<file path="src/rtl/flash_rst_pkg.sv">
package flash_rst_pkg;

  // Depth of the pin synchroniser.
  localparam int SYNC_STAGES = 2;

  // Load strobes from the control FSM into the datapath counters.
  typedef struct packed {
    logic loadLong;
    logic loadShort;
    logic loadHold;
  } rstStrobes_t;

  // Conditions reported by the datapath to the control FSM.
  typedef struct packed {
    logic pinLow;
    logic pinQual;
    logic rdyDone;
    logic holdDone;
  } rstStatus_t;

  function automatic int maxOf(input int a, input int b);
    return (a > b) ? a : b;
  endfunction

endpackage

</file>
<file path="src/rtl/flash_rst_dp.sv">
module flash_rst_dp
  import flash_rst_pkg::*;
#(
  parameter int MIN_PULSE    = 4,
  parameter int READY_LONG   = 40,
  parameter int READY_SHORT  = 10,
  parameter int READ_HOLDOFF = 6
) (
  input  logic        clk,
  input  logic        sysRstN,
  input  logic        resetPinN,
  input  rstStrobes_t strobes,
  output rstStatus_t  status
);

  localparam int QW = $clog2(MIN_PULSE + 1);
  localparam int RW = $clog2(maxOf(READY_LONG, READY_SHORT) + 1);
  localparam int HW = $clog2(READ_HOLDOFF + 1);
  localparam logic [QW-1:0] Q_SAT  = QW'(MIN_PULSE);
  localparam logic [QW-1:0] Q_HIT  = QW'(MIN_PULSE - 1);
  localparam logic [RW-1:0] R_LONG = RW'(READY_LONG);
  localparam logic [RW-1:0] R_SHRT = RW'(READY_SHORT);
  localparam logic [HW-1:0] H_LOAD = HW'(READ_HOLDOFF);

  logic [SYNC_STAGES-1:0] syncQ;
  logic [QW-1:0]          lowCnt;
  logic [RW-1:0]          rdyCnt;
  logic [HW-1:0]          holdCnt;
  logic                   pinLow;

  // Synchroniser chain; idle level is high (not in reset).
  genvar g;
  generate
    for (g = 0; g < SYNC_STAGES; g++) begin : g_sync
      always_ff @(posedge clk or negedge sysRstN) begin
        if (!sysRstN) syncQ[g] <= 1'b1;
        else if (g == 0) syncQ[g] <= resetPinN;
        else syncQ[g] <= syncQ[(g == 0) ? 0 : g - 1];
      end
    end
  endgenerate

  assign pinLow = ~syncQ[SYNC_STAGES-1];

  // Pulse-width counter, saturating at the minimum width.
  always_ff @(posedge clk or negedge sysRstN) begin
    if (!sysRstN)           lowCnt <= '0;
    else if (!pinLow)       lowCnt <= '0;
    else if (lowCnt != Q_SAT) lowCnt <= lowCnt + 1'b1;
  end

  // Ready/busy recovery timer.
  always_ff @(posedge clk or negedge sysRstN) begin
    if (!sysRstN)              rdyCnt <= '0;
    else if (strobes.loadLong)  rdyCnt <= R_LONG;
    else if (strobes.loadShort) rdyCnt <= R_SHRT;
    else if (rdyCnt != '0)      rdyCnt <= rdyCnt - 1'b1;
  end

  // Read hold-off timer after release.
  always_ff @(posedge clk or negedge sysRstN) begin
    if (!sysRstN)             holdCnt <= '0;
    else if (strobes.loadHold) holdCnt <= H_LOAD;
    else if (holdCnt != '0)    holdCnt <= holdCnt - 1'b1;
  end

  always_comb begin
    status.pinLow   = pinLow;
    status.pinQual  = pinLow && (lowCnt == Q_HIT);
    status.rdyDone  = (rdyCnt == '0);
    status.holdDone = (holdCnt == '0);
  end

endmodule

</file>
<file path="src/rtl/flash_rst_ctl.sv">
module flash_rst_ctl
  import flash_rst_pkg::*;
(
  input  logic        clk,
  input  logic        sysRstN,
  input  logic        engineBusy,
  input  rstStatus_t  status,
  output rstStrobes_t strobes,
  output logic        abortOp,
  output logic        outHiZ,
  output logic        cmdBlock,
  output logic        readyBusy,
  output logic        readAllowed
);

  logic held;
  logic recognise;
  logic release_;

  assign recognise = !held && status.pinQual;
  assign release_  = held && !status.pinLow;

  always_ff @(posedge clk or negedge sysRstN) begin
    if (!sysRstN)       held <= 1'b0;
    else if (recognise) held <= 1'b1;
    else if (release_)  held <= 1'b0;
  end

  always_comb begin
    strobes.loadLong  = recognise && engineBusy;
    strobes.loadShort = recognise && !engineBusy;
    strobes.loadHold  = release_;
  end

  assign abortOp     = held;
  assign outHiZ      = held;
  assign cmdBlock    = held;
  assign readyBusy   = status.rdyDone && !engineBusy;
  assign readAllowed = !held && status.holdDone;

endmodule

</file>
<file path="src/rtl/flash_reset_seq.sv">
module flash_reset_seq
  import flash_rst_pkg::*;
#(
  parameter int MIN_PULSE    = 4,
  parameter int READY_LONG   = 40,
  parameter int READY_SHORT  = 10,
  parameter int READ_HOLDOFF = 6
) (
  input  logic clk,
  input  logic sysRstN,
  input  logic resetPinN,
  input  logic engineBusy,
  output logic abortOp,
  output logic outHiZ,
  output logic cmdBlock,
  output logic readyBusy,
  output logic readAllowed
);

  rstStrobes_t strobes;
  rstStatus_t  status;

  flash_rst_dp #(
    .MIN_PULSE   (MIN_PULSE),
    .READY_LONG  (READY_LONG),
    .READY_SHORT (READY_SHORT),
    .READ_HOLDOFF(READ_HOLDOFF)
  ) u_dp (
    .clk      (clk),
    .sysRstN  (sysRstN),
    .resetPinN(resetPinN),
    .strobes  (strobes),
    .status   (status)
  );

  flash_rst_ctl u_ctl (
    .clk        (clk),
    .sysRstN    (sysRstN),
    .engineBusy (engineBusy),
    .status     (status),
    .strobes    (strobes),
    .abortOp    (abortOp),
    .outHiZ     (outHiZ),
    .cmdBlock   (cmdBlock),
    .readyBusy  (readyBusy),
    .readAllowed(readAllowed)
  );

endmodule

</file>
<file path="config.mk">
export PLATFORM = sky130hd
export DESIGN_NAME = flash_reset_seq
export DESIGN_NICKNAME = d
export VERILOG_FILES = /design/src/rtl/flash_rst_pkg.sv /design/src/rtl/flash_rst_dp.sv /design/src/rtl/flash_rst_ctl.sv /design/src/rtl/flash_reset_seq.sv
export SDC_FILE = /design/constraint.sdc
export NUM_CORES = 1
export LEC_CHECK = 0
export ABC_AREA = 1
export BUFFER_PORTS_ARGS = -buffer_cell sky130_fd_sc_hd__buf_2
export CAP_MARGIN = 15
export CELL_PAD_IN_SITES_DETAIL_PLACEMENT = 1
export CELL_PAD_IN_SITES_GLOBAL_PLACEMENT = 2
export CORE_MARGIN = 2
export CORE_UTILIZATION = 40
export CTS_BUF_LIST = sky130_fd_sc_hd__clkbuf_2
export CTS_CLUSTER_DIAMETER = 30
export DETAILED_ROUTE_END_ITERATION = 12
export PLACE_DENSITY = 0.9
export SLEW_MARGIN = 5
export SYNTH_ARGS = -nofsm -noshare
export SYNTH_HDL_FRONTEND = slang
export SYNTH_SLANG_ARGS = --single-unit
</file>
<file path="constraint.sdc">
create_clock -name clk -period 2.1 [get_ports clk]
set_input_delay 0.315 -clock clk [delete_from_list [all_inputs] [get_ports clk]]
set_output_delay 0.315 -clock clk [all_outputs]
set_load 0.05 [all_outputs]
</file>
[Yosys cells after proc, flatten, opt, wreduce, memory -nomap -nowiden]
Cells that the tools add are included.
Cells by class
  reductions and logical operators: 17
  mux-type cells: 9
  add/subtract/negate cells: 3
  bitwise gates (word level): 1
  equality and inequality tests: 2
Operators by type and width (number)
  $mux 6: 3
  $mux 3: 4
  $logic_and 1x1->1: 7
  $logic_not 6->1: 1
  $reduce_bool 2->1: 3
  $reduce_bool 3->1: 2
  $reduce_bool 6->1: 1
  $sub 6x1->6 const B: 1
  $add 3x1->3 const B: 1
  $eq 3x2->1 const B: 1
  $logic_not 3->1: 1
  $ne 3x3->1 const B: 1
  $sub 3x1->3 const B: 1
  $logic_not 1->1: 2
  $mux 1: 2
  $not 1->1: 1
Storage, ports and cells
  register bits after elaboration: 15
  word-level logic and storage cells: 38
  bits of input ports: 4
  output and inout bits: 5

[Longest topological paths before layout]
  word-level depth: 6
  mapped depth: 8
  gate-level depth less buffers: 8

[By module]
Synthesis repeated with hierarchy kept, for this count alone.
Second synthesis, totals
  cell total of the unflattened synthesis: 104
  area total of the unflattened synthesis: 867.1 sq um
By module, submodules not included
  flash_rst_dp: seq. area each 352.8 sq um, instances 1, cells an instance 88, area an instance 772.0 sq um
  flash_rst_ctl: seq. area each 25.0 sq um, instances 1, cells an instance 16, area an instance 95.1 sq um

[Worst setup path before layout]
OpenSTA, ideal clock, no wires.
  path type: flip-flop to output port
  start: reg u_dp.rdyCnt[0]
  end: out readyBusy
  arrival time: 1514 ps
  cell stages (with the launch flop): 5
  buffers on the path: 0
  setup slack: 271 ps
  required time: 1785 ps
  path through: dfrtp_1 inv_1 ha_1 nand3_4 nor2_1
On the way
  longest elaborated chain between the ends: 2
Ends and longest elaborated chain
  start: declaration: RTL line flash_rst_dp.sv:27  | logic [RW-1:0] rdyCnt;
  start signal: assignment: RTL line flash_rst_dp.sv:57  | else if (rdyCnt != '0) rdyCnt <= rdyCnt - 1'b1;
  $logic_not 6->1: RTL line flash_rst_dp.sv:70  | status.rdyDone = (rdyCnt == '0);
  $logic_and 1x1->1: RTL line flash_rst_ctl.sv:38  | assign readyBusy = status.rdyDone && !engineBusy;
  end: declaration: RTL line flash_reset_seq.sv:16  | output logic readyBusy,
Every way passes these cells.

[Final worst setup path]
Same ends and word-level chain as after synthesis.

==> run metrics <==
top-count cell post-synth=nand2_1; r2r startpoint=u_dp.lowCnt[0]; post-synthesis sequential area ratio=44.8%; CTS HTree Levels=1; initial antenna violation count=0; post-synthesis cell area=843 µm²; Layout area overhead=11.1%; max-slew violation count=0; grt ovf=0; total negative slack=0 ps; Hold Path Sink=u_dp.syncQ[0]; Chip Width=49.9 µm; Num CTS Buffers=3; number of vias per cell=4.76; largest net degree at the start of global routing=16; GPL Wtd Cong=approximately 0.74; fraction of layout cells with a size suffix above 1=between 20% and 30%; Synth top cells by count=14 x nand2_1, 13 x dfrtp_1, 12 x inv_1; worst r2r path cells=8; Post-synth ARST share=100%; Fillers=246; Clock transition at path regs=140 ps; share of the clock period used by the worst path=92.8%; Rows=16; Distinct cells, synth=23; CTS Sinks=15; Syn Area/Cell=9.27 µm²; TritonCTS clock tree=done; commonest register cell after synthesis=dfrtp_1; skew final=6.19 ps; Port Buffers=8; startpoint types=register; top-area cell type share of the netlist area=38.6%; Max Clock Freq=513 MHz; vias in the first global route=647; r2r setup slk=around 750 ps; Die Footprint=2490 µm²; wire per inst=12.0 µm; syn nets=102; Core Area=roughly 2000 µm²; Clk Latency, worst-skew pair=300 ps; Min-Delay Path Class=in -> reg; Worst IR Drop VDD=between 0.5 and 0.6 mV; Inserted Diodes=0; routed wire length=1.54 mm; TritonRoute pass-1 iters=2; setup violators final=0; reg2reg end=u_dp.rdyCnt[1]; post-route ant nets=0; vias=around 600; Post-Synthesis Cells=91; PwrDens=1340 nW/µm²; minimum clock period=1950 ps; Worst Max-Slew Pin Slew=339 ps; CTS root buf=clkbuf_2; first-pass GRT wire length=approximately 3.0 mm; Setup Buffers After CTS=0; cell taking the most area after synthesis=dfrtp_1; ranking of synthesized cells by area=dfrtp_1 39%, ha_1 10%, dfstp_2 6.2%; RSZ-0062 raised after global routing=no; Worst setup EP type=output pin; max_cap viols=0; Leakage Power=0.471 nW; DRC viols=0; Worst Path Required=approximately 1800 ps; CTS max path bufs=2; DRT iter0 DRCs=1; Cell Count, Final, Fillers Out=129; placed insts=124; Initial Utilization=42.6%; WHS Path Cells=1; Worst Hold Launch=resetPinN; dpl hpwl=1.20 mm; io pins=9; Worst slew margin=77.4%; Final Hold Viols=0; Worst Path Arrival=1630 ps; Setup CP Type=reg -> out; Tot GR Track Use=16.3%; Synth Warn #=0; Final nets=114; Die Height=49.9 µm; Crit Path Max Fanout=6; Seq cells post-synth=15; EDFF count, synth=0; status=complete, no violations
## what timing repair did
item,in CTS,in global routing
resized for setup,0,2
endpoints found under the hold margin,13,0
endpoints found under the setup margin,0,1
hold buffers,1,0
## worst max-delay path, cell delays in order (launching register included)
cell     delay [ps]
dfrtp_1         440
inv_1           180
ha_1            220
nand3_4         130
nor2_1          100
buf_2           260
## per-layer routing
layer / up-vias / global-route usage, % / share of wire [%]
met4: 0 / 9.72 / 3.0
met1: 298 / 21.5 / 46
met5: - / 0 / 0
li1: 306 / - / -
met3: 5 / 2.73 / 1.9
met2: 5 / 24.9 / 49
## power by group
group          internal [mW]  leakage (nW)  switching (mW)  total, mW
clock network         0.0504        0.0166          0.0961      0.147
logic                  0.227         0.272           0.367      0.594
registers              0.403         0.182           0.107      0.511
## worst max-delay path by stage
stage | start | endpoint | slack [ps] | cells after the start
2_1_floorplan | u_dp.rdyCnt[0] | readyBusy | 270 | 4
3_3_place_gp | u_dp.rdyCnt[0] | readyBusy | 530 | 5
3_5_place_dp | u_dp.holdCnt[0] | readAllowed | 480 | 7
4_1_cts | u_dp.rdyCnt[0] | readyBusy | 110 | 5
5_1_grt | u_dp.holdCnt[0] | readAllowed | 10 | 7
6_report | u_dp.rdyCnt[0] | readyBusy | 150 | 5
## cell usage in the layout, fill, tap and decap left out, drive strengths merged, types with 5 or more instances in the layout
master and instances:
buf 7, ha 7, nand3 8, inv 17, dfrtp 13, nor2 10, o21ai 8, nand2 17
clkbuf 5
## flip-flops by register name, indices dropped and copies added (netlist names)
| register | flops |
|---|---|
| u_ctl.abortOp | 1 |
| u_dp.holdCnt | 3 |
| u_dp.lowCnt | 3 |
| u_dp.rdyCnt | 6 |
| u_dp.syncQ | 2 |
## area by class of cell
type / instances / area, µm² / area share [%]
clock buffer: 4 / 20.0 / 2.14
inverter: 17 / 66.3 / 7.08
multi-input combinational: 57 / 387 / 41.3
sequential: 15 / 378 / 40.3
tap: 27 / 33.8 / 3.60
timing repair buffer: 9 / 52.6 / 5.61
## logic make-up after synthesis
| logic type | Yosys count | share of synthesized area [%] |
|---|---|---|
| AND/OR/NAND/NOR | 36 | 24.8 |
| buffers and inverters | 19 | 9.64 |
| flip-flops | 15 | 44.8 |
| AO/OA/AOI/OAI | 11 | 7.27 |
| adder cells (fa/ha/maj) | 7 | 10.4 |
| XOR/XNOR | 3 | 3.12 |
## metrics by stage
step                      power (mW)  cell area [µm²]  utilization, %  worst slack [ps]  hold slack (ps)
after floorplan                0.982              843               -               271             19.4
after global placement          1.08              902            45.5               533              238
final                           1.25              937            47.3               151             88.6
after global routing            1.40              937            47.3              11.0             52.5
after CTS                       1.26              932            47.0               106             70.5
after detailed placement        1.11              902            45.5               477              234
(Power assumes the default switching activity.)
